**config.mk**
```make
export PLATFORM = sky130hd
export DESIGN_NAME = instr_framer
export DESIGN_NICKNAME = d
export VERILOG_FILES = /design/src/rtl/framer_pkg.sv /design/src/rtl/framer_len_decode.sv /design/src/rtl/framer_assembler.sv /design/src/rtl/framer_out_stage.sv /design/src/rtl/instr_framer.sv
export SDC_FILE = /design/constraint.sdc
export NUM_CORES = 1
export LEC_CHECK = 0
export CORE_MARGIN = 5
export CORE_UTILIZATION = 50
export CTS_BUF_LIST = sky130_fd_sc_hd__clkbuf_8
export CTS_CLUSTER_DIAMETER = 40
export DETAILED_ROUTE_END_ITERATION = 8
export GPL_TIMING_DRIVEN = 0
export HOLD_SLACK_MARGIN = 0.1
export PLACE_DENSITY = 0.82
export RECOVER_POWER = 100
export REMOVE_ABC_BUFFERS = 1
export SYNTH_ARGS = -nofsm -noshare
export SYNTH_HDL_FRONTEND = slang
export SYNTH_SLANG_ARGS = --single-unit
```
**constraint.sdc**
```tcl
create_clock -name clk -period 2.7 [get_ports clk]
set_input_delay 0.27 -clock clk [delete_from_list [all_inputs] [get_ports clk]]
set_output_delay 0.27 -clock clk [all_outputs]
set_load 0.01 [all_outputs]
```
**src/rtl/framer_pkg.sv**
```systemverilog
`timescale 1ns/1ps
// Package: shared sizes and the length-encoding selector for the framer.
// Assumes 8-bit bytes and at most 6 bytes per instruction; the prefix
// code layout is fixed by the four top bits of the first byte.
package framer_pkg;
    localparam int unsigned BYTE_W    = 8;
    localparam int unsigned MAX_BYTES = 6;
    localparam int unsigned LEN_W     = 3;
    localparam int unsigned HEAD_W    = 4;

    typedef enum logic {
        ENC_FIELD  = 1'b0,
        ENC_PREFIX = 1'b1
    } enc_mode_e;
endpackage

```
**src/rtl/framer_len_decode.sv**
```systemverilog
`timescale 1ns/1ps
// Module: framer_len_decode
// Purpose: turns the top bits of a first byte into an instruction length
//          and an illegal-code flag, for either length encoding.
// Assumes: head is the top HEAD_W bits of the first byte (bit 3 = byte MSB);
//          purely combinational, the caller decides when the result counts.
module framer_len_decode
    import framer_pkg::*;
#(
    parameter int unsigned LW       = LEN_W,
    parameter int unsigned MAXB     = MAX_BYTES
) (
    input  enc_mode_e           mode,
    input  logic [HEAD_W-1:0]   head,
    output logic [LW-1:0]       len,
    output logic                bad
);
    localparam logic [LW-1:0] ONE   = LW'(1);
    localparam logic [LW-1:0] TWO   = LW'(2);
    localparam logic [LW-1:0] THREE = LW'(3);
    localparam logic [LW-1:0] LIMIT = LW'(MAXB);

    logic [LW-1:0] field_len;
    logic          field_bad;
    logic [LW-1:0] pre_len;

    // Field encoding: binary length in the top three bits.
    always_comb begin
        field_len = LW'(head[HEAD_W-1 -: 3]);
        field_bad = (field_len == '0) || (field_len > LIMIT);
    end

    // Prefix encoding: 0 -> 1 byte, 10 -> 2 bytes, 11xx -> 3 + xx bytes.
    always_comb begin
        if (!head[3])
            pre_len = ONE;
        else if (!head[2])
            pre_len = TWO;
        else
            pre_len = THREE + LW'(head[1:0]);
    end

    // Select by mode; an illegal field code is reported as one byte.
    always_comb begin
        if (mode == ENC_PREFIX) begin
            len = pre_len;
            bad = 1'b0;
        end else begin
            len = field_bad ? ONE : field_len;
            bad = field_bad;
        end
    end
endmodule

```
**src/rtl/framer_assembler.sv**
```systemverilog
`timescale 1ns/1ps
// Module: framer_assembler
// Purpose: collects the bytes of one instruction into a left-aligned word,
//          tracks the byte index against the decoded length and emits a
//          one-cycle finish strobe with the complete word.
// Assumes: the caller gates take with the downstream ready, so a finish
//          strobe is always absorbed by the output stage.
module framer_assembler
    import framer_pkg::*;
#(
    parameter int unsigned BW   = BYTE_W,
    parameter int unsigned MAXB = MAX_BYTES,
    parameter int unsigned LW   = LEN_W
) (
    input  logic                clk,
    input  logic                rst_n,
    input  enc_mode_e           mode,
    input  logic                take,
    input  logic [BW-1:0]       din,
    output logic                fin,
    output logic [BW*MAXB-1:0]  fin_word,
    output logic [LW-1:0]       fin_len,
    output logic                fin_err
);
    localparam int unsigned WW = BW * MAXB;
    localparam int unsigned CW = LW + 1;

    logic              busy;
    logic [LW-1:0]     cnt;
    logic [LW-1:0]     tgt_len;
    logic [WW-1:0]     acc;

    logic [LW-1:0]     dec_len;
    logic              dec_bad;
    logic              first;
    logic [LW-1:0]     idx;
    logic [LW-1:0]     cur_len;
    logic              last;
    logic [WW-1:0]     placed;

    framer_len_decode #(.LW(LW), .MAXB(MAXB)) u_dec (
        .mode (mode),
        .head (din[BW-1 -: HEAD_W]),
        .len  (dec_len),
        .bad  (dec_bad)
    );

    // Pick the position and length that apply to the byte on the input.
    always_comb begin
        first   = !busy;
        idx     = first ? '0 : cnt;
        cur_len = first ? dec_len : tgt_len;
        last    = ({1'b0, idx} + CW'(1)) == {1'b0, cur_len};
    end

    // One lane per byte position: the incoming byte lands in lane idx.
    for (genvar j = 0; j < MAXB; j++) begin : g_lane
        localparam int unsigned HI = WW - 1 - j * BW;
        always_comb begin
            if (idx == LW'(j))
                placed[HI -: BW] = din;
            else
                placed[HI -: BW] = acc[HI -: BW];
        end
    end

    // Finish strobe and the finished instruction for the output stage.
    always_comb begin
        fin      = take && last;
        fin_word = placed;
        fin_len  = cur_len;
        fin_err  = first && dec_bad;
    end

    // Collection state: index, latched length and partial word.
    always_ff @(posedge clk) begin
        if (!rst_n) begin
            busy    <= 1'b0;
            cnt     <= '0;
            tgt_len <= '0;
            acc     <= '0;
        end else if (take) begin
            if (last) begin
                busy <= 1'b0;
                cnt  <= '0;
                acc  <= '0;
            end else begin
                busy <= 1'b1;
                cnt  <= idx + LW'(1);
                acc  <= placed;
                if (first)
                    tgt_len <= dec_len;
            end
        end
    end

    // the length latched for an instruction holds until it completes.
    assert_len_held_R9: assert property (@(posedge clk) disable iff (!rst_n)
        busy |=> $stable(tgt_len));

    // the collection index never reaches the latched length.
    assert_idx_in_range_R1: assert property (@(posedge clk) disable iff (!rst_n)
        busy |-> (cnt < tgt_len) && (cnt != '0));

    // reset leaves no partial instruction behind.
    assert_reset_clears_R8: assert property (@(posedge clk)
        !rst_n |=> !busy && (acc == '0));
endmodule

```
**src/rtl/framer_out_stage.sv**
```systemverilog
`timescale 1ns/1ps
// Module: framer_out_stage
// Purpose: holds one finished instruction on the output handshake and
//          produces the input-side ready, so nothing is dropped under stall.
// Assumes: a finish strobe only arrives while space_ok is high.
module framer_out_stage
    import framer_pkg::*;
#(
    parameter int unsigned WW = BYTE_W * MAX_BYTES,
    parameter int unsigned LW = LEN_W
) (
    input  logic            clk,
    input  logic            rst_n,
    input  logic            fin,
    input  logic [WW-1:0]   fin_word,
    input  logic [LW-1:0]   fin_len,
    input  logic            fin_err,
    output logic            space_ok,
    output logic            o_valid,
    input  logic            o_ready,
    output logic [WW-1:0]   o_word,
    output logic [LW-1:0]   o_len,
    output logic            o_err
);
    // Space exists when empty or when the held item leaves this cycle.
    always_comb space_ok = !o_valid || o_ready;

    // Output register: load a finished item, drop it once consumed.
    always_ff @(posedge clk) begin
        if (!rst_n) begin
            o_valid <= 1'b0;
            o_word  <= '0;
            o_len   <= '0;
            o_err   <= 1'b0;
        end else if (fin) begin
            o_valid <= 1'b1;
            o_word  <= fin_word;
            o_len   <= fin_len;
            o_err   <= fin_err;
        end else if (o_ready) begin
            o_valid <= 1'b0;
        end
    end

    // a stalled item keeps its contents.
    assert_hold_stable_R7: assert property (@(posedge clk) disable iff (!rst_n)
        (o_valid && !o_ready) |=> o_valid && $stable(o_word)
                                  && $stable(o_len) && $stable(o_err));

    // no finish strobe can land on a stalled item.
    assert_no_overwrite_R7: assert property (@(posedge clk) disable iff (!rst_n)
        (o_valid && !o_ready) |-> !fin);

    // an error item is always one byte long.
    assert_err_one_byte_R3: assert property (@(posedge clk) disable iff (!rst_n)
        (o_valid && o_err) |-> (o_len == LW'(1)));

    // a one-byte item has all lower lanes zero.
    assert_zero_fill_R4: assert property (@(posedge clk) disable iff (!rst_n)
        (o_valid && o_len == LW'(1)) |-> (o_word[WW-9:0] == '0));
endmodule

```
**src/rtl/instr_framer.sv**
```systemverilog
`timescale 1ns/1ps
// Module: instr_framer (top)
// Purpose: frames a byte stream into 1..6 byte instructions by the length
//          code of each first byte, in field or prefix encoding.
// Assumes: len_mode changes only between instructions are meaningful; it is
//          read when a first byte is accepted.
module instr_framer
    import framer_pkg::*;
#(
    parameter int unsigned BW   = BYTE_W,
    parameter int unsigned MAXB = MAX_BYTES,
    parameter int unsigned LW   = LEN_W
) (
    input  logic                clk,
    input  logic                rst_n,
    input  logic                len_mode,
    input  logic                byte_valid,
    output logic                byte_ready,
    input  logic [BW-1:0]       byte_data,
    output logic                pkt_valid,
    input  logic                pkt_ready,
    output logic [BW*MAXB-1:0]  pkt_word,
    output logic [LW-1:0]       pkt_len,
    output logic                pkt_err
);
    localparam int unsigned WW = BW * MAXB;

    logic          take;
    logic          fin;
    logic [WW-1:0] fin_word;
    logic [LW-1:0] fin_len;
    logic          fin_err;
    enc_mode_e     mode_e;

    // Map the raw mode pin to the encoding type and form the accept strobe.
    always_comb begin
        mode_e = enc_mode_e'(len_mode);
        take   = byte_valid && byte_ready;
    end

    framer_assembler #(.BW(BW), .MAXB(MAXB), .LW(LW)) u_asm (
        .clk      (clk),
        .rst_n    (rst_n),
        .mode     (mode_e),
        .take     (take),
        .din      (byte_data),
        .fin      (fin),
        .fin_word (fin_word),
        .fin_len  (fin_len),
        .fin_err  (fin_err)
    );

    framer_out_stage #(.WW(WW), .LW(LW)) u_out (
        .clk      (clk),
        .rst_n    (rst_n),
        .fin      (fin),
        .fin_word (fin_word),
        .fin_len  (fin_len),
        .fin_err  (fin_err),
        .space_ok (byte_ready),
        .o_valid  (pkt_valid),
        .o_ready  (pkt_ready),
        .o_word   (pkt_word),
        .o_len    (pkt_len),
        .o_err    (pkt_err)
    );

    // output valid follows an accepted final byte by one cycle.
    assert_one_cycle_R5: assert property (@(posedge clk) disable iff (!rst_n)
        fin |=> pkt_valid);

    // the input is stalled while an item waits.
    assert_in_stall_R7: assert property (@(posedge clk) disable iff (!rst_n)
        (pkt_valid && !pkt_ready) |-> !byte_ready);

    // reported length is always within 1..MAXB.
    assert_len_range_R1: assert property (@(posedge clk) disable iff (!rst_n)
        pkt_valid |-> (pkt_len >= LW'(1)) && (pkt_len <= LW'(MAXB)));
endmodule

```
==> summary.txt <==
Status
  • Status: finished clean

Min path
  • Worst min path class: input pin to register

Setup path
  • Top fanout value on the critical path: 10
  • CP Data Arrival Time: 2.98 ns
  • CP required: 3.01 ns
  • Crit end category: register
  • Crit path launch type: register
  • WS Path Type: register to register

Yosys
  • Mapped Avg Cell Area: 9.14 sq um
  • Synth top area cells: dfxtp_1, mux2i_1, o211a_1, nand3_1, nand2_1
  • Adder-cell share of the synthesized area: 1.54%
  • Mux cell area share after synthesis: 13.2%
  • Async set or reset register ratio after synthesis: 0%
  • Largest family of logic cells by synthesized area: simple AND/OR/NAND/NOR gates
  • Yosys warns: 0
  • Flops & latches, synth: 108
  • Synth top area share: 44.5%
  • Largest area contributor in the netlist: dfxtp_1
  • Top cells by count, synth: dfxtp_1, nand3_1, mux2i_1
  • Ys flop type: dfxtp_1
  • Post-Synthesis Cells: 532
  • Synth Area in Compound Gates: 17.4%
  • Cell with the most instances after synthesis: dfxtp_1
  • Post-synthesis xor/xnor area fraction: 0%
  • EDFF count, synth: 0
  • Seq/Total Area, Yosys: 44.5%
  • Post-Synthesis Cell Area: 0.00486 sq mm
  • Yosys cell types: 39
  • Synth Area in Simple Gates: 17.6%

Timing
  • Fmax: 0.375 GHz
  • Final max-slew violation count: 0
  • Slew headroom: 49.6%
  • Endpoints failing hold: 0
  • Tightest Pin Transition: 0.754 ns
  • Final worst setup slack: 0.0361 ns
  • Clock skew: 0.0100 ns
  • Hold_ws: 0.293 ns
  • Tcrit/Tclk final: 98.7%
  • Min cycle time layout: 2.66 ns
  • Final setup viols: 0

Route
  • First-pass DRT Iterations: 5
  • DR vias/cell: 5.86
  • Drt total wl: 12.6 mm
  • WL per Instance: 17.5 microns
  • Post-route ant nets: 0
  • DR vias: 4,210
  • Initial drt markers: 400
  • DRC Markers: 0

Floorplan
  • Die height: 109 microns
  • # IOs: 67
  • Total core area: 0.00964 sq mm
  • Full die area: 0.0118 sq mm
  • Die X: 109 microns
  • Initial Utilization: 50.4%
  • Rows: 36

Final layout
  • Final net count: 601
  • Multi-input combinational cell area: 0.00251 sq mm
  • Storage cell area: 0.00217 sq mm
  • # diodes: 0
  • Fillcell total: 789
  • Post-Route Utilization: 62.0%
  • Synthesis-to-layout area growth: 22.8%
  • Layout cells sized above 1: 11.1%
  • Fin area: 0.00597 sq mm

Pwr
  • Pwr dens: 581 mW/mm^2
  • Leakage power: 2.97 nW
  • Maximum vdd drop: 0.353 mV

CTS
  • Worst-skew pair later-pin latency: 0.37 ns
  • CTS tree: yes
  • Hold_buf cts: 0
  • CTS H-tree lvls: 3
  • CTS Buf Count: 9
  • Clock Pin Slew Worst Setup and Hold Paths: 0.10 ns
  • Bufs on Longest Clock Path: 2
  • Clock Tree Root: clkbuf_8
  • CTS Sinks: 108

Place
  • Routability cong.: 0.826
  • Dpl cell area: 0.00555 sq mm
  • Setup WS pre-CTS: -1.66 ns
  • IO buf count: 66
  • Detailed Place HPWL: 7.50 mm

Global routing
  • First-pass GRT wire length: 19.8 mm
  • Largest net degree at the start of global routing: 53
  • Initial antenna violation count: 0
  • GRT overflow: 0
  • GRT Util Overall: 21.0%
  • Vias in the first global route: 4,068

Flow run
  • Max-cap violations: 0
## worst max-delay path, stage by stage, from the launching register on
cell,delay [ns]
dfxtp_4,0.43
and2_2,0.22
ha_2,0.20
ha_4,0.20
nand3_1,0.10
o221ai_2,0.13
or4b_4,0.60
buf_4,0.19
nor2_4,0.20
clkbuf_16,0.20
o211a_1,0.14
## per-layer routing
layer  part of all wire (%)  track usage (%)  up-vias
met5                      0                0        -
met4                    2.8             8.48        0
met3                    7.0             3.55       27
met2                     48             34.7      183
met1                     42             27.4     2011
li1                       -                -     1989
## layout make-up
cell class,count,area share (%)
multi-input cells,365,42.1
flip-flops and latches,108,36.3
repair buffers,91,15.7
well taps,133,2.79
clock buffers,9,2.07
clock inverters,6,0.566
inverters,7,0.503
## timing repair
item / in CTS / in global routing
setup endpoints to repair: 108 / 100
pin swaps: 6 / 3
gates resized for setup: 17 / 15
buffers inserted: 12 / 6
cloned: 3 / 1
## logic make-up (layout without fill, tap and decap cells)
logic type	count (synthesis)	count (layout)
adder cells (fa/ha/maj)	6	6
AO/OA/AOI/OAI	109	109
multiplexers	64	64
AND/OR/NAND/NOR	183	186
buffers and inverters	62	113
flip-flops	108	108
## registers in the layout (all words and copies together) (netlist names)
signal,flops
u_asm.busy,1
u_asm.cnt,3
u_out.o_len,3
u_out.o_word,48
u_out.o_err,1
u_out.o_valid,1
u_asm.acc,48
u_asm.tgt_len,3
## metrics by stage
| stage | TNS, ns | cells | power (mW) |
|---|---|---|---|
| floorplan | -120.45 | 477 | 2.17 |
| finish | 0 | 719 | 3.47 |
| CTS | -0.180 | 712 | 3.48 |
| detailed placement | -143.79 | 682 | 2.57 |
| global placement | -299.49 | 676 | 2.50 |
| global route | -0.0275 | 719 | 3.62 |
## final timing paths
| path | from | to | slack, ns | cells after the start |
|---|---|---|---|---|
| worst max-delay path | u_asm.busy | u_out.o_word[10] | 0.04 | 10 |
| worst min-delay path | byte_data[5] | u_asm.acc[13] | 0.29 | 3 |
| worst max register to register | u_asm.busy | u_out.o_word[10] | 0.04 | 10 |
| worst min register to register | u_out.o_len[1] | u_out.o_len[1] | 0.46 | 2 |
## power by group
group / switching (mW) / internal, mW
logic: 0.451 / 0.393
registers: 0.0645 / 1.71
clock network: 0.530 / 0.325
## cells in the final DEF (no fill, tap or decap), types with 3 or more instances in the layout
| cell | instances |
|---|---|
| ha_1 | 3 |
| buf_12 | 4 |
| o2111ai_1 | 4 |
| nand2_1 | 55 |
| clkbuf_8 | 9 |
| dlygate4sd3_1 | 54 |
| nand2b_1 | 3 |
| o21ai_0 | 10 |
| nand4_1 | 3 |
| mux2i_1 | 64 |
| a21boi_0 | 3 |
| and2_1 | 3 |
| o211a_1 | 48 |
| nor2_4 | 4 |
| nand3_1 | 67 |
| a21oi_1 | 33 |
| clkdlybuf4s50_1 | 7 |
| nor2_1 | 34 |
| dfxtp_1 | 107 |
| buf_4 | 15 |
| or2_2 | 3 |
| inv_1 | 6 |
(Power assumes the default switching activity.)
